File: src/rtl/useq_pkg.sv
package useq_pkg;
  localparam int INSTR_W   = 8;
  localparam int ENUM_W    = 5;
  localparam int PARM_W    = 2;
  localparam int CTRL_W    = ENUM_W + PARM_W;
  localparam int FLAG_W    = 4;
  localparam int MAX_STEPS = 4;
  localparam int IDX_W     = $clog2(MAX_STEPS);
  localparam int CNT_W     = $clog2(MAX_STEPS + 1);

  localparam int F_ZERO  = 0;
  localparam int F_EQUAL = 1;
  localparam int F_GREAT = 2;
  localparam int F_CARRY = 3;

  localparam logic [ENUM_W-1:0] E_FLAGS = 5'b00001;
  localparam logic [ENUM_W-1:0] E_AX    = 5'b00010;
  localparam logic [ENUM_W-1:0] E_ADD   = 5'b01010;
  localparam logic [ENUM_W-1:0] E_SHIFT = 5'b01101;

  localparam logic [PARM_W-1:0] P_SRC = 2'b01;
  localparam logic [PARM_W-1:0] P_DST = 2'b10;

  typedef struct packed {
    logic [ENUM_W-1:0] sel;
    logic [PARM_W-1:0] parm;
  } cword_t;

  typedef struct packed {
    logic [CNT_W-1:0]          n_steps;
    logic [MAX_STEPS-1:0]      wait_irq;
    cword_t [MAX_STEPS-1:0]    word;
  } seq_t;
endpackage

File: src/rtl/useq_decode.sv
module useq_decode
  import useq_pkg::*;
(
  input  logic [INSTR_W-1:0] instr_i,
  output seq_t               seq_o,
  output logic               is_jump_o,
  output logic [2:0]         cond_o
);
  always_comb begin
    seq_o     = '0;
    is_jump_o = 1'b0;
    cond_o    = instr_i[2:0];
    if (instr_i == '0) begin
      seq_o.n_steps = '0;
    end else if (instr_i[7:6] == 2'b00) begin
      seq_o.n_steps      = CNT_W'(2);
      seq_o.word[0].sel  = {2'b00, instr_i[5:3]};
      seq_o.word[0].parm = P_SRC;
      seq_o.word[1].sel  = {2'b00, instr_i[2:0]};
      seq_o.word[1].parm = P_DST;
    end else if (instr_i[7:1] == 7'b0101010) begin
      seq_o.n_steps      = CNT_W'(4);
      seq_o.word[0].sel  = E_FLAGS;
      seq_o.word[0].parm = P_SRC;
      seq_o.word[1].sel  = {4'b0001, ~instr_i[0]};
      seq_o.word[1].parm = P_SRC;
      seq_o.word[2].sel  = E_ADD;
      seq_o.word[2].parm = P_DST;
      seq_o.word[3].sel  = {4'b0001, instr_i[0]};
      seq_o.word[3].parm = P_DST;
    end else if (instr_i[7:2] == 6'b011010) begin
      seq_o.n_steps      = CNT_W'(2);
      seq_o.wait_irq[0]  = 1'b1;
      seq_o.word[0].sel  = E_SHIFT;
      seq_o.word[0].parm = instr_i[1:0];
      seq_o.word[1].sel  = E_AX;
      seq_o.word[1].parm = P_DST;
    end else if (instr_i[7:3] == 5'b11000) begin
      is_jump_o = 1'b1;
    end
  end
endmodule

File: src/rtl/useq_cond.sv
module useq_cond
  import useq_pkg::*;
(
  input  logic [FLAG_W-1:0] flags_i,
  input  logic [2:0]        cond_i,
  output logic              take_o
);
  always_comb begin
    case (cond_i)
      3'd0:    take_o = flags_i[F_ZERO];
      3'd1:    take_o = flags_i[F_ZERO] | flags_i[F_EQUAL];
      3'd2:    take_o = flags_i[F_EQUAL];
      3'd3:    take_o = ~flags_i[F_EQUAL];
      3'd4:    take_o = flags_i[F_EQUAL] | flags_i[F_GREAT];
      3'd5:    take_o = flags_i[F_GREAT];
      3'd6:    take_o = flags_i[F_CARRY];
      default: take_o = 1'b1;
    endcase
  end
endmodule

File: src/rtl/useq_timer.sv
module useq_timer #(
  parameter int STEP_TICKS = 4
) (
  input  logic clk_i,
  input  logic rst_ni,
  input  logic active_i,
  input  logic hold_i,
  output logic step_end_o,
  output logic bus_clk_o
);
  localparam int TW = $clog2(STEP_TICKS + 1);
  localparam logic [TW-1:0] LAST = TW'(STEP_TICKS - 1);
  localparam logic [TW-1:0] EDGE = TW'(2);

  logic [TW-1:0] tick_q;
  logic          last;

  assign last       = (tick_q == LAST);
  assign step_end_o = active_i && last && !hold_i;
  assign bus_clk_o  = active_i && (tick_q >= EDGE);

  always_ff @(posedge clk_i or negedge rst_ni) begin
    if (!rst_ni)                      tick_q <= '0;
    else if (!active_i || step_end_o) tick_q <= '0;
    else if (!last)                   tick_q <= tick_q + TW'(1);
  end
endmodule

File: src/rtl/microstep_sequencer.sv
module microstep_sequencer
  import useq_pkg::*;
#(
  parameter int PC_W       = 8,
  parameter int STEP_TICKS = 4
) (
  input  logic               clk_i,
  input  logic               rst_ni,
  input  logic [INSTR_W-1:0] instr_i,
  input  logic               instr_valid_i,
  input  logic [FLAG_W-1:0]  flags_i,
  input  logic [PC_W-1:0]    ip_i,
  input  logic               alu_irq_i,
  output logic               fetch_o,
  output logic               step_o,
  output logic [CTRL_W-1:0]  ctrl_o,
  output logic               bus_clk_o,
  output logic [PC_W-1:0]    pc_o
);
  typedef enum logic {S_IDLE, S_RUN} st_t;

  st_t              st_q;
  seq_t             seq_q;
  seq_t             dec_seq;
  logic [IDX_W-1:0] idx_q;
  logic [PC_W-1:0]  pc_q;
  logic             seen_q;
  logic             dec_jump, take;
  logic [2:0]       dec_cond;
  logic             run, accept, hold, step_end, last_step;
  cword_t           cur_word;

  useq_decode u_dec (
    .instr_i   (instr_i),
    .seq_o     (dec_seq),
    .is_jump_o (dec_jump),
    .cond_o    (dec_cond)
  );

  useq_cond u_cond (
    .flags_i (flags_i),
    .cond_i  (dec_cond),
    .take_o  (take)
  );

  assign run       = (st_q == S_RUN);
  assign accept    = (st_q == S_IDLE) && instr_valid_i;
  assign cur_word  = seq_q.word[idx_q];
  assign hold      = seq_q.wait_irq[idx_q] && !(seen_q || alu_irq_i);
  assign last_step = ({1'b0, idx_q} == (seq_q.n_steps - CNT_W'(1)));

  useq_timer #(.STEP_TICKS(STEP_TICKS)) u_tmr (
    .clk_i      (clk_i),
    .rst_ni     (rst_ni),
    .active_i   (run),
    .hold_i     (hold),
    .step_end_o (step_end),
    .bus_clk_o  (bus_clk_o)
  );

  always_ff @(posedge clk_i or negedge rst_ni) begin
    if (!rst_ni) begin
      st_q   <= S_IDLE;
      seq_q  <= '0;
      idx_q  <= '0;
      pc_q   <= '0;
      seen_q <= 1'b0;
    end else if (accept) begin
      seq_q  <= dec_seq;
      idx_q  <= '0;
      seen_q <= 1'b0;
      if (dec_seq.n_steps == '0) pc_q <= (dec_jump && take) ? ip_i : pc_q + PC_W'(1);
      else                       st_q <= S_RUN;
    end else if (run) begin
      if (step_end) begin
        seen_q <= 1'b0;
        if (last_step) begin
          st_q <= S_IDLE;
          pc_q <= pc_q + PC_W'(1);
        end else begin
          idx_q <= idx_q + IDX_W'(1);
        end
      end else if (alu_irq_i) begin
        seen_q <= 1'b1;
      end
    end
  end

  assign fetch_o = !run;
  assign step_o  = run;
  assign ctrl_o  = run ? cur_word : '0;
  assign pc_o    = pc_q;
endmodule

File: config.mk
export PLATFORM = sky130hd
export DESIGN_NAME = microstep_sequencer
export DESIGN_NICKNAME = d
export VERILOG_FILES = /design/src/rtl/useq_pkg.sv /design/src/rtl/useq_decode.sv /design/src/rtl/useq_cond.sv /design/src/rtl/useq_timer.sv /design/src/rtl/microstep_sequencer.sv
export SDC_FILE = /design/constraint.sdc
export NUM_CORES = 1
export LEC_CHECK = 0
export BUFFER_PORTS_ARGS = -buffer_cell sky130_fd_sc_hd__buf_4
export CORE_ASPECT_RATIO = 1.75
export CORE_MARGIN = 10
export CORE_UTILIZATION = 57
export DETAILED_ROUTE_END_ITERATION = 8
export PLACE_DENSITY = 0.84
export SYNTH_ARGS = -nofsm -noshare
export SYNTH_HDL_FRONTEND = slang
export SYNTH_SLANG_ARGS = --single-unit
File: constraint.sdc
create_clock -name clk_i -period 5.9 [get_ports clk_i]
set_clock_uncertainty 0.2 [all_clocks]
set_input_delay 1.18 -clock clk_i [delete_from_list [all_inputs] [get_ports clk_i]]
set_output_delay 1.18 -clock clk_i [all_outputs]
set_load 0.03 [all_outputs]
==> impl_metrics.py <==
metrics = {
    "worst_hold_path": {
        "hold_class": "flip-flop to flip-flop",
        "min_from": "seq_q[1]",
    },
    "critical_path": {
        "cp-startpoint": "step_o",
        "path_cells": "clkinv_1 > a211oi_1 > buf_4",
        "cp-endpoint": "ctrl_o[5]",
        "reg2reg_from": "step_o",
        "crit_type": "flip-flop to output port",
        "cp.required_ps": 4520,
        "timing.rr.end": "pc_o[7]",
        "crit_path_max_incr_delay_ps": 500,
        "worst-path-stages": 3,
        "worstPathArrival_ps": 1560,
        "cp_slowest_cell": "dfrtp_1",
        "reg2reg_setup_slack_ps": 3500,
        "crit_fanout": 9,
        "path_buf_inv": 2,
        "cp_top_family": "flip-flops",
        "start_kind": "flip-flop",
        "endpoint_kind": "output port",
        "r2r_cells": 5,
    },
    "route": {
        "drt-initial-drc-count": 52,
        "wl_per_cell_um": 17.8,
        "wirelength_um": 4480,
        "via_per_inst": 6.36,
        "dr_total_vias": 1602,
        "ant_nets": 0,
        "drtPass1Iterations": 4,
        "drc": 0,
    },
    "synth": {
        "synth.area.mux_share": 0.0752,
        "synth.area.top_cells": "dfrtp_1 (39%), mux2i_1 (6.9%), nor2_1 (4.1%), nand2_1 (3.9%), nor2b_1 (3.6%)",
        "synth_nets": 221,
        "netlist_top_cells_count": "dfrtp_1 (27), nor2_1 (19), nand2_1 (18), mux2i_1 (12), nor2b_1 (10)",
        "synth_cell_types": 48,
        "yosysWarnings": 0,
        "synth_compound_gate_area_share": 0.206,
        "synth_flop_cell": "dfrtp_1",
        "synth_top_family_by_area": "simple AND/OR/NAND/NOR gates",
        "netlist_instances": 193,
        "yosys.area_share.adder": 0.0287,
        "yosys.area_share.simple": 0.248,
        "synthArstFlopShare": 1.00,
        "synthXorXnorAreaFrac": 0,
        "synth_top_area_frac": 0.387,
        "synth-edff-count": 0,
        "yosysTopAreaCell": "dfrtp_1",
        "syn_avg_cell_area_sq_um": 9.05,
        "ys_seq_area_frac": 0.387,
        "synth.ff_latch_count": 27,
        "yosysMostFrequentCell": "dfrtp_1",
        "syn-cell-area_sq_um": 1750,
    },
    "placement": {
        "dp_slack_ps": 2830,
        "place_congestion": 0.883,
        "port_buffers": 40,
        "post-dp-hpwl_um": 3670,
    },
    "layout": {
        "diodes": 0,
        "fin_nets": 253,
        "area_growth_pct": 17.7,
        "layout-drive-gt1-share": 0.228,
    },
    "clock_network": {
        "tritoncts": "built",
        "cts_sinks": 27,
        "worstSkewPairLatency_ps": 280,
        "cts_inserted_buffers": 3,
        "ctsHtreeMaxLevel": 1,
        "hold_buffers": 0,
        "post-cts-setup-buffer-count": 0,
        "cts.clk_slew.worst_paths_ps": 90,
        "clock_path_buffers": 2,
        "cts.repair.resized": 0,
        "cts-root-buf": "clkbuf_8",
    },
    "power": {
        "p_leak_nw": 0.922,
        "peakVddDrop_uv": 285,
        "p_per_area_nw_per_um2": 394,
    },
    "global_routing": {
        "grt_pass1_wl_um": 7620,
        "grt-ovfl-total": 0,
        "grt_max_degree": 28,
        "grt_pass1_vias": 1676,
        "antenna_found_initial": 0,
        "track_usage": 0.167,
    },
    "timing": {
        "slew_headroom": 0.491,
        "rsz0062_at_grt": "false",
        "setup_slack_ps": 2960,
        "hold_viol": 0,
        "fin_crit_ps": 2940,
        "final-max-slew-violation-count": 0,
        "setup_viol": 0,
        "max_slew.worst_pin.slew_ps": 763,
        "period_share": 0.499,
        "hold_ws_ps": 286,
        "fmax_ghz": 0.340,
        "final.setup.tns_ps": 0,
    },
    "floorplan": {
        "core_sq_um": 2930,
        "die-height_um": 93.2,
        "chipWidth_um": 61.8,
        "die_area_sq_um": 5770,
        "rows": 26,
        "ios": 42,
        "start_util": 0.597,
    },
    "run_status": {
        "status": "finished, final reports clean",
    },
    "run": {
        "maxCapViolCount": 0,
    },
}
## cell usage in the layout, fill, tap and decap left out, drive strengths merged, types with 6 or more instances in the layout
cell type	count
mux2i	12
buf	40
nor3	6
a21oi	6
nor2b	10
o21ai	7
o2bb2ai	6
o31ai	6
nor2	19
nand2	18
dfrtp	27
and3	8
o22ai	7
## worst reg2reg max path: cells and delay by family (launching register included)
kind,cells,cell delay [ps]
DFF,1,480
and+or+nand+nor,2,700
AOI/OAI and AO/OA,3,950
## worst min-delay path by stage
| stage | depth (start not counted) | slack, ps | endpoint |
|---|---|---|---|
| 4_1_cts | 2 | 290 | seq_q[23] |
| 2_1_floorplan | 2 | 240 | seq_q[0] |
| 3_3_place_gp | 2 | 260 | seq_q[9] |
| 5_1_grt | 2 | 330 | seq_q[0] |
| 3_5_place_dp | 2 | 270 | seq_q[23] |
| 6_report | 2 | 290 | seq_q[1] |
## power by group
part           total [mW]  switching (mW)  internal, mW
Combinational       0.391           0.229         0.162
Sequential          0.309          0.0663         0.242
Clock               0.109          0.0614        0.0481
## area by class of cell
class	count	area, sq um
clock buffers	3	41.3
clock inverters	1	7.51
fillers	249	872
inverters	5	18.8
multi-input cells	148	977
flip-flops and latches	27	676
well taps	28	35.0
repair buffers	40	300
## stage by stage
| step | instance area [sq um] | power [mW] | util | cells |
|---|---|---|---|---|
| 5_1_grt | 2060 | 0.870 | 0.702 | 252 |
| 3_5_place_dp | 2010 | 0.708 | 0.685 | 248 |
| 6_report | 2060 | 0.809 | 0.702 | 252 |
| 4_1_cts | 2060 | 0.816 | 0.702 | 252 |
| 2_1_floorplan | 1750 | 0.566 | - | 193 |
| 3_3_place_gp | 2010 | 0.686 | 0.685 | 248 |
## logic make-up (layout without fill, tap and decap cells)
family,after synthesis,after routing
other cells,1,1
mux,13,13
buf+inv,18,49
flops,27,27
compound gates,49,49
fa+ha+maj,4,4
simple gates,81,81
## flip-flops by register name, summed over array words and instances, names as in the netlist
register	flops
step_o	1
u_tmr.tick_q	3
idx_q	2
seq_q	12
pc_o	8
seen_q	1
## metal layers
metal / global-route usage / up-vias / share of wire
met5: 0 / - / 0
met4: 0.0749 / 0 / 0.030
met3: 0.0407 / 12 / 0.052
met2: 0.299 / 45 / 0.56
met1: 0.170 / 782 / 0.36
li1: - / 763 / -
Note: power is estimated with default switching activity, not from simulation.
